==> src/rtl/pud_pkg.sv <==
package pud_pkg;

  // Sequencer states: waiting for arm, hunting the key, locked out, window open
  typedef enum logic [1:0] {
    ST_IDLE = 2'd0,
    ST_HUNT = 2'd1,
    ST_JAM  = 2'd2,
    ST_OPEN = 2'd3
  } pud_state_e;

  // Four key bytes, lowest byte first in the word; the 64-bit key is two copies
  localparam logic [31:0] PUD_KEY_HALF = 32'h5CA3_3AC5;

endpackage

==> src/rtl/pud_cycle_sense.sv <==
module pud_cycle_sense (
  input  logic clk,
  input  logic rst_n,
  input  logic ce_in_n,
  input  logic oe_n,
  input  logic we_n,
  input  logic d_in,
  output logic rd_start,
  output logic wr_start,
  output logic cyc_end,
  output logic d_bit
);

  logic ce_q, oe_q, we_q, d_q, act_q;
  logic act_now;

  // next-state / decode
  always_comb begin
    act_now  = ~ce_q & (~oe_q | ~we_q);
    rd_start = act_now & ~act_q & we_q;
    wr_start = act_now & ~act_q & ~we_q;
    cyc_end  = ~act_now & act_q;
    d_bit    = d_q;
  end

  // registers
  always_ff @(posedge clk or negedge rst_n) begin
    if (!rst_n) begin
      ce_q  <= 1'b1;
      oe_q  <= 1'b1;
      we_q  <= 1'b1;
      d_q   <= 1'b0;
      act_q <= 1'b0;
    end else begin
      ce_q  <= ce_in_n;
      oe_q  <= oe_n;
      we_q  <= we_n;
      d_q   <= d_in;
      act_q <= act_now;
    end
  end

  // at most one cycle event per clock
  a_r2_event_excl: assert property (@(posedge clk) disable iff (!rst_n)
    $onehot0({rd_start, wr_start, cyc_end}));

  // a start is always followed by the cycle still active or ending, never a second start
  a_r2_no_double_start: assert property (@(posedge clk) disable iff (!rst_n)
    (rd_start || wr_start) |=> !(rd_start || wr_start));

endmodule

==> src/rtl/pud_key_tap.sv <==
module pud_key_tap #(
  parameter int              KEY_BITS  = 64,
  parameter logic [KEY_BITS-1:0] KEY_VALUE = '0,
  localparam int             PTR_W     = $clog2(KEY_BITS + 1),
  localparam int             IDX_W     = $clog2(KEY_BITS)
) (
  input  logic [PTR_W-1:0] ptr,
  output logic             key_bit
);

  logic [KEY_BITS-1:0] sel;

  // one-hot position decode against the key, one term per key bit
  for (genvar g = 0; g < KEY_BITS; g++) begin : g_tap
    assign sel[g] = (ptr == PTR_W'(g)) & KEY_VALUE[g];
  end

  assign key_bit = |sel;

  // the tap reports a bit only for pointer values inside the key
  a_r3_tap_range: assert final (!(key_bit && (ptr >= PTR_W'(KEY_BITS))));

endmodule

==> src/rtl/pud_seq_fsm.sv <==
module pud_seq_fsm
  import pud_pkg::*;
#(
  parameter int  KEY_BITS    = 64,
  parameter int  XFER_CYCLES = 64,
  localparam int PTR_W       = $clog2(KEY_BITS + 1),
  localparam int CNT_W       = $clog2(XFER_CYCLES + 1)
) (
  input  logic             clk,
  input  logic             rst_n,
  input  logic             rd_start,
  input  logic             wr_start,
  input  logic             cyc_end,
  input  logic             d_bit,
  input  logic             key_bit,
  input  logic             pwr_fail,
  output pud_state_e       state,
  output logic [PTR_W-1:0] ptr
);

  localparam logic [PTR_W-1:0] PTR_FULL = PTR_W'(KEY_BITS);
  localparam logic [CNT_W-1:0] CNT_FULL = CNT_W'(XFER_CYCLES);

  pud_state_e       state_d;
  logic [PTR_W-1:0] ptr_d;
  logic [CNT_W-1:0] cnt_q, cnt_d;
  logic             any_start;

  assign any_start = rd_start | wr_start;

  // next-state
  always_comb begin
    state_d = state;
    ptr_d   = ptr;
    cnt_d   = cnt_q;
    if (pwr_fail) begin
      state_d = ST_IDLE;
      ptr_d   = '0;
      cnt_d   = '0;
    end else begin
      unique case (state)
        ST_IDLE, ST_JAM: begin
          if (rd_start) begin
            state_d = ST_HUNT;
            ptr_d   = '0;
          end
        end
        ST_HUNT: begin
          if (rd_start) begin
            ptr_d = '0;
          end else if (wr_start && (ptr != PTR_FULL)) begin
            if (d_bit == key_bit) ptr_d = ptr + 1'b1;
            else                  state_d = ST_JAM;
          end else if (cyc_end && (ptr == PTR_FULL)) begin
            state_d = ST_OPEN;
            cnt_d   = '0;
          end
        end
        ST_OPEN: begin
          if (any_start && (cnt_q != CNT_FULL)) begin
            cnt_d = cnt_q + 1'b1;
          end else if (cyc_end && (cnt_q == CNT_FULL)) begin
            state_d = ST_IDLE;
            ptr_d   = '0;
            cnt_d   = '0;
          end
        end
        default: state_d = ST_IDLE;
      endcase
    end
  end

  // registers
  always_ff @(posedge clk or negedge rst_n) begin
    if (!rst_n) begin
      state <= ST_IDLE;
      ptr   <= '0;
      cnt_q <= '0;
    end else begin
      state <= state_d;
      ptr   <= ptr_d;
      cnt_q <= cnt_d;
    end
  end

  // a matching write moves the pointer forward by exactly one
  a_r3_ptr_step: assert property (@(posedge clk) disable iff (!rst_n)
    (state == ST_HUNT && wr_start && !rd_start && !pwr_fail && ptr != PTR_FULL && d_bit == key_bit)
    |=> (ptr == $past(ptr) + 1'b1));

  // the window opens only after the pointer has covered the whole key
  a_r3_open_from_full: assert property (@(posedge clk) disable iff (!rst_n)
    (state == ST_OPEN && $past(state) != ST_OPEN) |-> ($past(ptr) == PTR_FULL));

  // once locked out, only a read (or power fail) leaves that state
  a_r4_jam_holds: assert property (@(posedge clk) disable iff (!rst_n)
    (state == ST_JAM && !rd_start && !pwr_fail) |=> (state == ST_JAM));

  // a read outside the window rewinds to a fresh attempt
  a_r5_read_rewind: assert property (@(posedge clk) disable iff (!rst_n)
    (rd_start && !pwr_fail && state != ST_OPEN) |=> (state == ST_HUNT && ptr == '0));

  // the transfer count never passes its limit
  a_r7_cnt_bound: assert property (@(posedge clk) disable iff (!rst_n)
    cnt_q <= CNT_FULL);

  // the end of the last transfer cycle closes the window
  a_r7_relock: assert property (@(posedge clk) disable iff (!rst_n)
    (state == ST_OPEN && cyc_end && cnt_q == CNT_FULL && !pwr_fail) |=> (state == ST_IDLE));

  // power fail abandons everything
  a_r8_pf_abort: assert property (@(posedge clk) disable iff (!rst_n)
    pwr_fail |=> (state == ST_IDLE && ptr == '0));

endmodule

==> src/rtl/pud_top.sv <==
module pud_top
  import pud_pkg::*;
#(
  parameter int                  KEY_BITS    = 64,
  parameter logic [KEY_BITS-1:0] KEY_VALUE   = {2{PUD_KEY_HALF}},
  parameter int                  XFER_CYCLES = 64,
  parameter int                  RST_STAGES  = 2,
  localparam int                 PTR_W       = $clog2(KEY_BITS + 1)
) (
  input  logic clk,
  input  logic rst_n,
  input  logic ce_in_n,
  input  logic oe_n,
  input  logic we_n,
  input  logic d_in,
  input  logic pwr_fail,
  output logic unlocked,
  output logic ce_out_n
);

  // asynchronous assert, synchronous release
  logic [RST_STAGES-1:0] rst_pipe;
  logic                  rst_sync_n;

  always_ff @(posedge clk or negedge rst_n) begin
    if (!rst_n) rst_pipe <= '0;
    else        rst_pipe <= {rst_pipe[RST_STAGES-2:0], 1'b1};
  end
  assign rst_sync_n = rst_pipe[RST_STAGES-1];

  logic             rd_start, wr_start, cyc_end, d_bit, key_bit;
  logic [PTR_W-1:0] ptr;
  pud_state_e       state;

  pud_cycle_sense u_sense (
    .clk      (clk),
    .rst_n    (rst_sync_n),
    .ce_in_n  (ce_in_n),
    .oe_n     (oe_n),
    .we_n     (we_n),
    .d_in     (d_in),
    .rd_start (rd_start),
    .wr_start (wr_start),
    .cyc_end  (cyc_end),
    .d_bit    (d_bit)
  );

  pud_key_tap #(
    .KEY_BITS  (KEY_BITS),
    .KEY_VALUE (KEY_VALUE)
  ) u_tap (
    .ptr     (ptr),
    .key_bit (key_bit)
  );

  pud_seq_fsm #(
    .KEY_BITS    (KEY_BITS),
    .XFER_CYCLES (XFER_CYCLES)
  ) u_fsm (
    .clk      (clk),
    .rst_n    (rst_sync_n),
    .rd_start (rd_start),
    .wr_start (wr_start),
    .cyc_end  (cyc_end),
    .d_bit    (d_bit),
    .key_bit  (key_bit),
    .pwr_fail (pwr_fail),
    .state    (state),
    .ptr      (ptr)
  );

  assign unlocked = (state == ST_OPEN);
  assign ce_out_n = ce_in_n | unlocked | pwr_fail;

  // an open window never coincides with a live key hunt pointer reset
  a_r7_open_ptr_full: assert property (@(posedge clk) disable iff (!rst_sync_n)
    unlocked |-> (ptr == PTR_W'(KEY_BITS)));

endmodule

==> config.mk <==
export PLATFORM = sky130hd
export DESIGN_NAME = pud_top
export DESIGN_NICKNAME = d
export VERILOG_FILES = /design/src/rtl/pud_pkg.sv /design/src/rtl/pud_cycle_sense.sv /design/src/rtl/pud_key_tap.sv /design/src/rtl/pud_seq_fsm.sv /design/src/rtl/pud_top.sv
export SDC_FILE = /design/constraint.sdc
export NUM_CORES = 1
export LEC_CHECK = 0
export ABC_CLOCK_PERIOD_IN_PS = 1300
export BUFFER_PORTS_ARGS = -buffer_cell sky130_fd_sc_hd__buf_4
export CAP_MARGIN = 10
export CORE_MARGIN = 8
export CORE_UTILIZATION = 59
export DETAILED_ROUTE_END_ITERATION = 8
export PLACE_DENSITY_LB_ADDON = 0.2
export SLEW_MARGIN = 20
export SYNTH_ARGS = -nofsm -noshare
export SYNTH_HDL_FRONTEND = slang
export SYNTH_SLANG_ARGS = --single-unit
==> constraint.sdc <==
create_clock -name clk -period 1.3 [get_ports clk]
set_input_delay 0.13 -clock clk [delete_from_list [all_inputs] [get_ports clk]]
set_output_delay 0.13 -clock clk [all_outputs]
set_load 0.03 [all_outputs]
==> impl_metrics.toml, run 1 <==
[status]
status = "finished with violations"
violations = "setup timing"

[global_route]
grt_util_met2_pct = 44.4
grt_pass1_wl_mm = 7.86
grt_use_met3_pct = 3.73
grt_pass1_vias = 1661
grt_overflow = 0
grt_use_total_pct = 23.4
grt_start_max_net_pins = 22
grt_use_met1_pct = 21.9
busiest_layer = "met2"
antenna_found_initial = 0

[floorplan]
initial_utilization_pct = 61.1
dieArea_sq_um = 4380
io_pins = 9
die_y_um = 66.2
coreArea_sq_um = 2430
rows = 18
die_x_um = 66.2

[yosys]
synth_flop_cell = "dfrtp_1"
yosys-top-cells-count = "dfrtp_1, nand2_1, nand3_1, nor2_1, inv_1"
synth_top_area_share_pct = 33.7
synth_edf_count = 0
ys_types = 51
syn_area_per_cell_sq_um = 9.64
yosysTopAreaCell = "dfrtp_1"
async_reset_ff_share_pct = 100
ys_top_cells_by_area = "dfrtp_1, dfstp_2, ha_1"
ys_seq_area_share_pct = 39.0
yosysWarningCount = 0
syn_area_sq_um = 1490
synthCells = 154
post-synth-top-count-cell = "dfrtp_1"
syn-num-nets = 167
ys_seq_elements = 23

[worst_setup_path]
cpMaxStageDelayCell = "dfrtp_2"
cp_slowest_stage_delay_ns = 0.47
cp.arrival_ns = 2.60
worstSetupStartpointType = "register"
crit_chain = "inv_4 > ha_4 > buf_4 > nor4bb_4 > a21o_1 > nor3_1 > mux2_4 > nand3b_1 > a31oi_1"
crit_type = "register to register"
crit_required_ns = 1.56
endpoint_kind = "register"
crit_fanout = 5

[route]
drtAntennaViolNets = 0
num_vias = 1699
routed_wl_mm = 5.79
via_per_inst = 6.91
drtPass1Iterations = 5
drtIter0Drc = 190
wire_per_inst_um = 23.5
drcViolationCount = 0

[sta]
min_period_ns = 2.34
slew_viol_final = 0
finalSetupViolations = 18
fin_crit_sh_pct = 180
fin_ws_ns = -1.04
timing.hold.ws_ns = 0.129
clock-skew-final_ns = 0.00578
finalHoldViolCount = 0
rsz0062_at_grt = "yes"
fmax_mhz = 428

[power]
p_int_mw = 1.69
p_clk_share_pct = 13.3
ir_drop_v = 0.00112
powerDensity_nw_per_um2 = 1240
switching_share_pct = 38.7
p_total_mw = 2.75
p_leak_nw = 1.01
p_comb_share_pct = 55.7
p_sw_mw = 1.06
pwr-share-seq_pct = 30.9

[clock_network]
clock-sinks = 23
htree_levels = 1
clock_path_buffers = 2
root_buffer = "clkbuf_4"
clk_pin_slew_worst_paths_ns = 0.15
cts_buffers = 3
cts_tree = "built"
worstSkewPairLatency_ns = 0.33

[layout]
drive_above_1_share_pct = 46.8
area_growth_pct = 49.7
insertedDiodeCount = 0
fin_nets = 230
final_cell_area_sq_um = 2220
fin_util_pct = 91.4
fill_cells = 100

[place]
hpwl_mm = 3.15
gp_congestion = 0.853
port_buffers = 8
placed_cell_area_sq_um = 1980
pre_cts_ws_ns = -0.933

[job]
cap_viol_max_count = 0

[worst_hold_path]
hold_class = "primary input to async pin"
## path summary, 6_finish.rpt
kind                              start             end  slack [ns]  cells after the start
max                        u_fsm.ptr[0]    u_fsm.ptr[6]       -1.04                      9
min                               rst_n     rst_pipe[1]        0.13                      2
max reg2reg                u_fsm.ptr[0]    u_fsm.ptr[6]       -1.04                      9
min reg2reg                 rst_pipe[1]    u_fsm.ptr[1]        0.23                      1
max in group asynchronous   rst_pipe[1]    u_sense.ce_q        0.80                      1
min in group clk               pwr_fail  u_fsm.cnt_q[2]        0.22                      3
## cells by family (layout without fill, tap and decap cells)
logic type / after synthesis / count (layout) / share of synthesized area [%]
flip-flops: 23 / 23 / 39.0
multiplexers: 7 / 7 / 5.31
AO/OA/AOI/OAI: 34 / 34 / 18.5
buffers and inverters: 16 / 78 / 5.48
XOR/XNOR: 2 / 2 / 2.44
AND/OR/NAND/NOR: 65 / 65 / 23.9
adder cells (fa/ha/maj): 6 / 6 / 5.05
other: 1 / 1 / 0.252
## what timing repair did
item	4_1_cts	5_1_grt
endpoints found under the setup margin	18	18
setup buffers	6	5
gates resized for setup	11	9
pin swaps	8	10
hold endpoints to repair	6	0
hold buffers	5	0
## power by group through the flow
stage | Clock [mW] | Combinational (mW) | Sequential [mW]
floorplan | 0 | 0.725 | 0.869
global route | 0.390 | 1.60 | 0.857
detailed placement | 0 | 1.12 | 0.843
CTS | 0.351 | 1.26 | 0.835
finish | 0.366 | 1.53 | 0.851
global placement | 0 | 1.07 | 0.836
## routing by layer
metal / up-vias / routed length, um
li1: 694 / -
met1: 813 / 1940
met2: 136 / 2940
met3: 56 / 433
met4: 0 / 481
met5: - / 0
## worst max-delay path: cells and delay by family (launching register included)
family | cells | cell delay (ns)
flip-flops | 1 | 0.47
AO/OA/AOI/OAI | 2 | 0.48
AND/OR/NAND/NOR | 3 | 0.66
multiplexers | 1 | 0.30
adder cells (fa/ha/maj) | 1 | 0.14
buffers and inverters | 2 | 0.21
## metrics by stage
step | cells | setup TNS [ns]
6_report | 246 | -14.98
3_5_place_dp | 226 | -12.22
2_1_floorplan | 154 | -8.63
3_3_place_gp | 226 | -10.64
4_1_cts | 241 | -13.52
5_1_grt | 246 | -16.20
## area by class of cell
class / count / area [sq um] / share of cell area, %
flip-flops and latches: 23 / 582 / 26.2
well taps: 30 / 37.5 / 1.69
clock inverters: 1 / 5.00 / 0.225
inverters: 8 / 32.5 / 1.46
multi-input cells: 115 / 985 / 44.3
repair buffers: 66 / 559 / 25.2
clock buffers: 3 / 22.5 / 1.01
## sequential cells by signal, summed over array words and instances, names as in the netlist
| register | flops |
|---|---|
| u_fsm.cnt_q | 7 |
| u_sense.ce_q | 1 |
| u_sense.act_q | 1 |
| u_sense.d_bit | 1 |
| u_sense.we_q | 1 |
| u_fsm.state | 2 |
| u_sense.oe_q | 1 |
| u_fsm.ptr | 7 |
| rst_pipe | 2 |
## placed cells by master, fill, tap and decap left out, types with 3 or more instances in the layout
cell type       n
buf_4          52
dfrtp_1        18
nand2_1        15
nand3_1        10
nor2_1          8
buf_6           7
inv_1           6
dlygate4sd3_1   5
a21o_1          4
mux2_4          4
a211o_1         3
nand4_1         3
nor3_1          3
nor4_1          3
mux2i_1         3
nand3b_1        3
a21oi_1         3
a31oi_1         3
ha_1            3
clkbuf_4        3
dfstp_2         3
No activity file was read; power rests on OpenSTA's default activity.
==> run 2: changes to the inputs <==
Settings changed: GPL_TIMING_DRIVEN set to 0, PLACE_DENSITY set to 0.88, PLACE_DENSITY_LB_ADDON 0.2 to unset.
==> impl_metrics.toml, run 2 (synthesized netlist as in run 1, its figures left out) <==
[layout]
final_cell_area_sq_um = 1920
multi_input_area_sq_um = 992
top_regs = "u_fsm.cnt_q (7), u_fsm.ptr (7)"
final_common_cell = "dfrtp_1"
fin_nets = 193
regArea_sq_um = 581
fin_util_pct = 79.1
area_growth_pct = 29.6
final_cell_mix = "dfrtp_1, nand2_1, buf_4"
insertedDiodeCount = 0
drive_above_1_share_pct = 36.3
fill_cells = 157

[global_route]
grt_pass1_vias = 1350
antenna_found_initial = 0
grt_overflow = 0
grt_use_total_pct = 18.8
grt_start_max_net_pins = 22
grt_pass1_wl_mm = 6.48

[floorplan]
io_pins = 9
coreArea_sq_um = 2430
die_y_um = 66.2
dieArea_sq_um = 4380
initial_utilization_pct = 61.1
rows = 18
die_x_um = 66.2

[power]
p_comb_share_pct = 47.4
switching_share_pct = 37.9
pwr-share-seq_pct = 37.9
p_sw_mw = 0.876
p_int_mw = 1.44
p_clk_share_pct = 14.7
ir_drop_v = 0.00127
p_leak_nw = 0.831
powerDensity_nw_per_um2 = 1200

[worst_setup_path]
cp.arrival_ns = 2.45
rr_worst_depth = 9
crit_fanout = 6
worstSetupStartpointType = "register"
crit_required_ns = 1.54
crit_type = "register to register"
endpoint_kind = "register"

[place]
gp_congestion = 0.874
pre_cts_ws_ns = -0.937
hpwl_mm = 2.44
placed_cell_area_sq_um = 1710
port_buffers = 7

[clock_network]
root_buffer = "clkbuf_4"
cts_buffers = 3
clock_path_buffers = 2
cts_tree = "built"
clk_pin_slew_worst_paths_ns = 0.13
worstSkewPairLatency_ns = 0.32
htree_levels = 1
clock-sinks = 23

[job]
cap_viol_max_count = 0

[sta]
finalSetupTns_ns = -12.33
clock-skew-final_ns = 0.00561
min_period_ns = 2.21
fmax_mhz = 453
finalSetupViolations = 17
worstMarginPinSlew_ns = 0.867
rsz0062_at_grt = "yes"
timing.hold.ws_ns = 0.114
fin_crit_sh_pct = 170
finalHoldViolCount = 0
max-slew-margin-rel_pct = 42.2
slew_viol_final = 0
fin_ws_ns = -0.907

[route]
via_per_inst = 6.49
num_vias = 1356
drtIter0Drc = 83
drcViolationCount = 0
routed_wl_mm = 3.64
drtPass1Iterations = 4
wire_per_inst_um = 17.4
drtAntennaViolNets = 0

[status]
violations = "setup timing"
status = "finished with violations"

[worst_hold_path]
hold_class = "primary input to async pin"
-- run 2: stage by stage --
step | power (mW) | instances
after global routing | 2.46 | 209
after CTS | 2.25 | 208
after detailed placement | 1.79 | 191
after floorplan | 1.59 | 154
after global placement | 1.74 | 191
final | 2.31 | 209
-- run 2: final timing paths --
kind                               from        endpoint  slack, ns
setup / recovery           u_fsm.ptr[0]    u_fsm.ptr[5]      -0.91
min in group clk            rst_pipe[0]     rst_pipe[1]       0.37
hold reg to reg             rst_pipe[1]  u_fsm.cnt_q[6]       0.36
max in group asynchronous   rst_pipe[1]  u_fsm.state[0]       0.35
hold / removal                    rst_n     rst_pipe[0]       0.11
setup reg to reg           u_fsm.ptr[0]    u_fsm.ptr[5]      -0.91
-- run 2: metal layers --
layer / GRT usage (%) / vias up / share of wire (%)
met4: 6.93 / 0 / 2.2
met2: 31.5 / 53 / 52
met1: 23.4 / 663 / 40
met3: 3.39 / 11 / 4.9
li1: - / 629 / -
met5: 0 / - / 0
-- run 2: final cells by class --
class	count	share of cell area [%]
multi-input cells	115	51.6
well taps	30	1.95
flip-flops and latches	23	30.2
inverters	8	1.56
clock inverters	1	0.260
clock buffers	3	1.17
repair buffers	21	9.62
plain buffers	8	3.71
-- run 2: repair_timing --
action	4_1_cts	5_1_grt
endpoints found under the hold margin	6	0
pin swaps	9	6
hold buffers	5	0
resized for setup	12	7
buffers inserted	8	1
endpoints found under the setup margin	18	18
-- run 2: power by group through the flow --
stage / combinational (mW) / clock [mW] / sequential (mW)
finish: 1.10 / 0.339 / 0.876
global placement: 0.849 / 0 / 0.888
global route: 1.19 / 0.375 / 0.891
detailed placement: 0.896 / 0 / 0.896
CTS: 1.03 / 0.346 / 0.876
floorplan: 0.725 / 0 / 0.869
-- run 2: critical path, cell delays in order, from the launching register on --
cell       delay [ns]
dfrtp_1          0.44
inv_2            0.09
ha_4             0.17
mux2_4           0.28
a2111oi_4        0.19
a311o_2          0.18
buf_12           0.14
mux2_4           0.30
nand3b_1         0.16
a31oi_1          0.16
==> run 3: changes to the inputs <==
Settings changed: ABC_CLOCK_PERIOD_IN_PS 1300 to 2500, SKIP_CTS_REPAIR_TIMING set to 1.
Clock period 1.3 ns to 2.5 ns, I/O delays scaled along.
==> impl_metrics.toml, run 3 (synthesized netlist as in run 1, its figures left out) <==
[status]
status = "finished, final reports clean"

[power]
pwr-share-seq_pct = 42.8
p_total_mw = 1.08
ir_drop_v = 0.000558
p_leak_nw = 0.742
p_int_mw = 0.674
p_clk_share_pct = 16.8
p_comb_share_pct = 40.4
p_sw_mw = 0.402
switching_share_pct = 37.3
powerDensity_nw_per_um2 = 636

[route]
drtAntennaViolNets = 0
drcViolationCount = 0
routed_wl_mm = 3.43
via_per_inst = 6.44
num_vias = 1288
drtIter0Drc = 75
wire_per_inst_um = 17.1
drtPass1Iterations = 8

[layout]
area_growth_pct = 13.8
final_cell_mix = "dfrtp_1, nand2_1, nand3_1"
insertedDiodeCount = 0
fin_nets = 184
drive_above_1_share_pct = 21.2
top_regs = "u_fsm.cnt_q (7), u_fsm.ptr (7)"
fin_util_pct = 69.5
fin_cells = 200
final_common_cell = "dfrtp_1"

[place]
port_buffers = 7
hpwl_mm = 2.41
gp_congestion = 0.882
pre_cts_ws_ns = -0.0893
place_inst = 191

[worst_setup_path]
crit_chain = "inv_1 > ha_2 > mux2_4 > a2111oi_2 > a311o_2 > buf_8 > xnor2_4 > or4_1 > nand3_1"
cpMaxStageDelayCell = "or4_1"
worstSetupStartpointType = "register"
crit_type = "register to register"
endpoint_kind = "register"
crit_fanout = 6
path_buf_inv = 2
cp.arrival_ns = 2.74
cp_slowest_stage_delay_ns = 0.52
crit_required_ns = 2.77
crit_family = "simple AND/OR/NAND/NOR gates"

[sta]
timing.hold.ws_ns = 0.0398
fin_ws_ns = 0.0295
finalHoldViolCount = 0
worstMarginPinSlew_ns = 0.879
fmax_mhz = 405
slew_viol_final = 0
max-slew-margin-rel_pct = 41.4
finalSetupViolations = 0
fin_crit_sh_pct = 98.8
min_period_ns = 2.47
clock-skew-final_ns = 0.00767

[floorplan]
dieArea_sq_um = 4380
coreArea_sq_um = 2430
die_x_um = 66.2
io_pins = 9
rows = 18
initial_utilization_pct = 61.1
die_y_um = 66.2

[clock_network]
clk_pin_slew_worst_paths_ns = 0.13
cts_tree = "built"
root_buffer = "clkbuf_4"
worstSkewPairLatency_ns = 0.32
htree_levels = 1
clock-sinks = 23
clock_path_buffers = 2
cts_buffers = 3

[global_route]
grt_pass1_wl_mm = 5.53
grt_overflow = 0
grt_use_total_pct = 16.0
grt_pass1_vias = 1275
grt_start_max_net_pins = 22
antenna_found_initial = 0

[job]
cap_viol_max_count = 0

[worst_hold_path]
hold_class = "primary input to register"
run 3: final cells by class:
type,count,area [sq um]
tap,30,37.5
fill,180,742
inverter,8,30.0
clock buffer,4,26.3
sequential,23,581
multi-input combinational,115,861
timing repair buffer,12,100
buffer,8,55.1
run 3: power by group through the flow:
| stage | Sequential, mW | Clock [mW] | Combinational, mW |
|---|---|---|---|
| after global routing | 0.468 | 0.206 | 0.474 |
| after CTS | 0.455 | 0.185 | 0.392 |
| after detailed placement | 0.461 | 0 | 0.390 |
| final | 0.460 | 0.181 | 0.435 |
| after floorplan | 0.449 | 0 | 0.311 |
| after global placement | 0.459 | 0 | 0.371 |
run 3: worst paths after layout:
check / slack [ns] / to / startpoint / cells past startpoint
worst max-delay path: 0.03 / u_fsm.ptr[3] / u_fsm.ptr[1] / 9
worst min-delay path: 0.04 / u_sense.ce_q / ce_in_n / 1
worst max register to register: 0.03 / u_fsm.ptr[3] / u_fsm.ptr[1] / 9
worst min register to register: 0.37 / u_fsm.ptr[3] / rst_pipe[1] / 0
max in group asynchronous: 1.53 / u_fsm.ptr[0] / rst_pipe[1] / 0
min in group asynchronous: 0.22 / rst_pipe[1] / rst_n / 2
run 3: per-layer routing:
metal  vias to the layer above  global-route usage, %  share of wire [%]
li1                        603                      -                  -
met1                       631                   17.8                 41
met2                        44                   27.4                 52
met3                        10                   4.75                5.3
met4                         0                   7.20                1.8
met5                         -                      0                  0
run 3: worst reg2reg max path, delay by kind of cell, from the launching register on:
kind / cells / cell delay [ns]
compound gates: 2 / 0.53
simple gates: 2 / 0.61
xor+xnor: 1 / 0.09
mux: 1 / 0.27
fa+ha+maj: 1 / 0.20
flops: 1 / 0.47
buf+inv: 2 / 0.26
run 3: metrics by stage:
stage          area [sq um]  TNS, ns
2_1_floorplan          1490        0
3_3_place_gp           1580        0
3_5_place_dp           1580  -0.0893
4_1_cts                1600   -0.184
5_1_grt                1690   -0.308
6_report               1690        0
